## src/rtl/sdram_lp_mgr.sv

```systemverilog
module sdram_lp_mgr #(
  parameter int IDLE_SHORT = 64,
  parameter int IDLE_LONG  = 128,
  parameter int T_RP       = 3,
  parameter int T_RC       = 8,
  parameter int T_XS       = 8,
  parameter int T_XP       = 1
) (
  input  logic       clk,
  input  logic       rst_n,
  input  logic [1:0] cfg_mode,
  input  logic [1:0] cfg_timeout,
  input  logic       cfg_mobile,
  input  logic       req,
  input  logic       refresh_tick,
  input  logic       init_done,
  input  logic [2:0] seq_cmd,
  output logic       cke_o,
  output logic [2:0] cmd_o,
  output logic       wait_o,
  output logic       init_req_o
);
  localparam int IW   = $clog2(IDLE_LONG + 1);
  localparam int TA   = (T_RP > T_RC) ? T_RP : T_RC;
  localparam int TB   = (T_XS > T_XP) ? T_XS : T_XP;
  localparam int TMAX = (TA > TB) ? TA : TB;
  localparam int TW   = $clog2(TMAX + 1);
  localparam logic [2:0] C_NOP = 3'b111;
  localparam logic [2:0] C_PRE = 3'b010;
  localparam logic [2:0] C_REF = 3'b001;
  localparam logic [2:0] C_DPD = 3'b110;

  typedef enum logic [3:0] {
    S_ACT, S_PRE, S_TRP, S_ENT, S_SLP, S_XIT, S_RUP, S_RFS, S_RWT, S_INI
  } st_t;

  st_t            st;
  logic [1:0]     kind;
  logic [IW-1:0]  idle;
  logic [IW-1:0]  limit;
  logic [TW-1:0]  tmr;
  logic           lp_ok;
  logic           go_sleep;

  assign lp_ok = (cfg_mode == 2'd1) || (cfg_mode == 2'd2) ||
                 ((cfg_mode == 2'd3) && cfg_mobile);

  always_comb begin
    case (cfg_timeout)
      2'd0:    limit = '0;
      2'd1:    limit = IW'(IDLE_SHORT);
      default: limit = IW'(IDLE_LONG);
    endcase
  end

  assign go_sleep = lp_ok && !req && (idle >= limit);

  always_ff @(posedge clk) begin
    if (!rst_n) begin
      st   <= S_ACT;
      kind <= 2'd0;
      idle <= '0;
      tmr  <= '0;
    end else begin
      case (st)
        S_ACT: begin
          if (req) idle <= '0;
          else if (idle != IW'(IDLE_LONG)) idle <= idle + IW'(1);
          if (go_sleep) begin
            st   <= S_PRE;
            kind <= cfg_mode;
            idle <= '0;
          end
        end
        S_PRE: begin
          st  <= S_TRP;
          tmr <= TW'(T_RP - 2);
        end
        S_TRP: begin
          if (tmr == '0) st <= S_ENT;
          else tmr <= tmr - TW'(1);
        end
        S_ENT: st <= S_SLP;
        S_SLP: begin
          if (kind == 2'd3) begin
            if (req) st <= S_INI;
          end else if (kind == 2'd2 && refresh_tick) begin
            st <= S_RUP;
          end else if (req) begin
            st  <= S_XIT;
            tmr <= (kind == 2'd1) ? TW'(T_XS - 1) : TW'(T_XP - 1);
          end
        end
        S_XIT: begin
          if (tmr == '0) st <= S_ACT;
          else tmr <= tmr - TW'(1);
        end
        S_RUP: st <= S_RFS;
        S_RFS: begin
          st  <= S_RWT;
          tmr <= TW'(T_RC - 2);
        end
        S_RWT: begin
          if (tmr == '0) st <= S_SLP;
          else tmr <= tmr - TW'(1);
        end
        S_INI: if (init_done) st <= S_ACT;
        default: st <= S_ACT;
      endcase
    end
  end

  assign cke_o      = !((st == S_ENT) || (st == S_SLP));
  assign wait_o     = (st != S_ACT);
  assign init_req_o = (st == S_INI);

  always_comb begin
    case (st)
      S_ACT, S_INI: cmd_o = seq_cmd;
      S_PRE:        cmd_o = C_PRE;
      S_RFS:        cmd_o = C_REF;
      S_ENT:        cmd_o = (kind == 2'd1) ? C_REF : (kind == 2'd3) ? C_DPD : C_NOP;
      default:      cmd_o = C_NOP;
    endcase
  end
endmodule

```

## config.mk

```make
export PLATFORM = sky130hd
export DESIGN_NAME = sdram_lp_mgr
export DESIGN_NICKNAME = d
export VERILOG_FILES = /design/src/rtl/sdram_lp_mgr.sv
export SDC_FILE = /design/constraint.sdc
export NUM_CORES = 1
export LEC_CHECK = 0
export ABC_CLOCK_PERIOD_IN_PS = 2300
export CORE_UTILIZATION = 45
export CTS_BUF_LIST = sky130_fd_sc_hd__clkbuf_4
export DETAILED_ROUTE_END_ITERATION = 16
export PLACE_DENSITY = 0.67
export SLEW_MARGIN = 20
export SYNTH_ARGS = -nofsm -noshare
export SYNTH_HDL_FRONTEND = slang
export SYNTH_SLANG_ARGS = --single-unit
```

## constraint.sdc

```tcl
create_clock -name clk -period 2.3 [get_ports clk]
set_input_delay 0.345 -clock clk [delete_from_list [all_inputs] [get_ports clk]]
set_output_delay 0.345 -clock clk [all_outputs]
set_load 0.02 [all_outputs]
```

==> results.toml <==
[logic_synthesis]
synth_common_cells = "dfxtp_1, nand2_1, inv_1, nor2b_1, o21ai_0"
yosysMostFrequentCell = "dfxtp_1"
ys_async_sr_fraction = 0
synth_edf_count = 0
synthFlopType = "dfxtp_1"
yosys_warnings = 0
ys_ff_latch = 18
syn_area_mm2 = 0.00151
ys_seq_area_frac = 0.238
synth_top_area_cell = "dfxtp_1"
syn_nets = 204
synth_cell_types = 58
synthCells = 184
synthTopCellsByArea = "dfxtp_1, ha_1, nor2b_1, a22o_1, nand2_1"
avgSynthCellArea_um2 = 8.23
synth_top_area_share = 0.238

[cts]
cts-root-buf = "clkbuf_4"
clk_pin_slew_ns = 0.12
cts_buffers = 3
cts_buffer_depth = 2
cts_sinks = 18
clk_latency_ns = 0.31
htreeDepth = 1
cts_tree = "done"
ctsHoldBuffers = 0
cts_setup_buffers = 0

[grt]
grt_start_max_net_pins = 16
track_usage = 0.240
antenna_found_initial = 0
grt.overflow.total = 0
grt_pass1_wl_mm = 6.39
grt_pass1_vias = 1385

[power]
power_density_mw_per_mm2 = 796
power_leakage_nw = 0.778
power_mw = 1.48
peakVddDrop_mv = 0.622

[timing]
setup_viol = 0
period_minus_slack_ns = 2.18
fmax_mhz = 458
slew_violations = 0
fin_skew_ns = 0.00640
rsz0062_at_grt = "false"
slew_headroom = 0.686
hold_viol_final = 0
final.period_utilization = 0.949
tightest_slew_ns = 0.471

[floorplan]
core_area_mm2 = 0.00313
dieArea_mm2 = 0.00360
rows = 20
start_util = 0.484
die_h_um = 60
pin_count = 19
die_x_um = 60

[run]
max-cap-violations = 0

[setup_path]
r2r_slack_ns = 0.34
crit_type = "flip-flop to output pin"
worst_setup_path_end_kind = "output pin"
r2r_cells = 7
crit_arrival_ns = 1.84
timing.rr.end = "tmr[1]"
cp-start-kind = "flip-flop"
required_ns = 1.96
path_max_fanout = 10
r2r-start = "st[0]"

[drt]
firstDrtPassIters = 4
post-route-drc-count = 0
routed_wl_mm = 3.81
dr_total_vias = 1511
drtIter0Drc = 74
routedWlPerCell_um = 14.9
drtAntennaViolNets = 0
routed_via_density = 5.93

[worst_hold_path]
hold_path.class = "flip-flop to flip-flop"
hp-start = "st[0]"
holdPathEnd = "st[0]"
hold_depth = 2

[final_layout]
syn2layout_area_growth_pct = 22.6
stdcell_area_mm2 = 0.00186
nNetsFinal = 232
antennaDiodeCount = 0
drive_above_1_share = 0.171

[place]
dp_hpwl_mm = 2.95
numPortBuffers = 18
place_congestion = 0.962
place_area_mm2 = 0.00182

[outcome]
status = "completed"
-- timing repair --
action,4_1_cts,5_1_grt
pin swaps,0,0
gates resized for setup,4,5
endpoints found under the setup margin,5,3
cloned,0,0
-- cell families after synthesis --
family / Yosys count / share of synthesized area
muxes: 6 / 0.0405
and+or+nand+nor: 72 / 0.296
xor gates and xnor gates: 1 / 0.00579
adders and majority gates: 8 / 0.0645
DFF: 18 / 0.238
buffers and inverters: 22 / 0.0595
AOI/OAI and AO/OA: 57 / 0.296
-- worst max-delay path by stage --
stage	startpoint	endpoint	slack, ns	depth (start not counted)
floorplan	st[1]	cke_o	0.45	4
global placement	cfg_timeout[1]	idle[3]	0.04	10
detailed placement	cfg_timeout[1]	idle[3]	-0.09	9
CTS	st[0]	wait_o	0.01	5
global route	st[0]	wait_o	0.005	5
finish	st[0]	wait_o	0.12	5
-- report_power, final --
| part | internal (mW) | total (mW) | leakage [nW] | switching, mW |
|---|---|---|---|---|
| sequential | 0.358 | 0.421 | 0.147 | 0.0638 |
| clock | 0.0634 | 0.177 | 0.0154 | 0.114 |
| combinational | 0.396 | 0.879 | 0.616 | 0.483 |
| total | 0.817 | 1.48 | 0.778 | 0.660 |
-- sequential cells by signal (all words and copies together), names as in the netlist --
register / cells
idle: 8
kind: 2
st: 4
tmr: 4
-- critical path, cell delays in order, from the launching register on --
cell             delay, ns
dfxtp_2               0.41
buf_4                 0.16
buf_4                 0.18
nor2_4                0.07
nand2_1               0.10
clkdlybuf4s50_1       0.61
-- stage by stage --
step	worst slack, ns	hold WS (ns)	setup TNS, ns	std cells	util
2_1_floorplan	0.450	0.456	0	184	-
3_3_place_gp	0.0399	0.476	0	251	0.581
3_5_place_dp	-0.0864	0.506	-0.444	251	0.581
4_1_cts	0.00984	0.527	0	255	0.589
5_1_grt	0.00529	0.545	0	255	0.594
6_report	0.118	0.526	0	255	0.594
-- cell usage in the layout (no fill, tap or decap), types with 7 or more instances in the layout --
master	Yosys	routed
nor2b_1	11	10
nor2_1	8	8
a22o_1	7	7
nand2_1	16	16
clkdlybuf4s50_1	0	14
inv_1	11	11
o21ai_0	9	9
ha_1	7	7
buf_4	0	15
dfxtp_1	18	16
-- metal layers --
metal  share of wire  GRT usage  vias to the layer above
li1                -          -                      747
met1            0.49      0.332                      725
met2            0.46      0.370                       32
met3           0.039     0.0433                        7
met4           0.013     0.0897                        0
met5               0          0                        -
-- area by class of cell --
cell class / count / area [um2]
inverters: 12 / 45.0
well taps: 44 / 55.1
fillers: 298 / 1270
multi-input cells: 144 / 1070
clock buffers: 3 / 22.5
clock inverters: 1 / 3.75
flip-flops and latches: 18 / 363
repair buffers: 33 / 295
(Power assumes the default switching activity.)
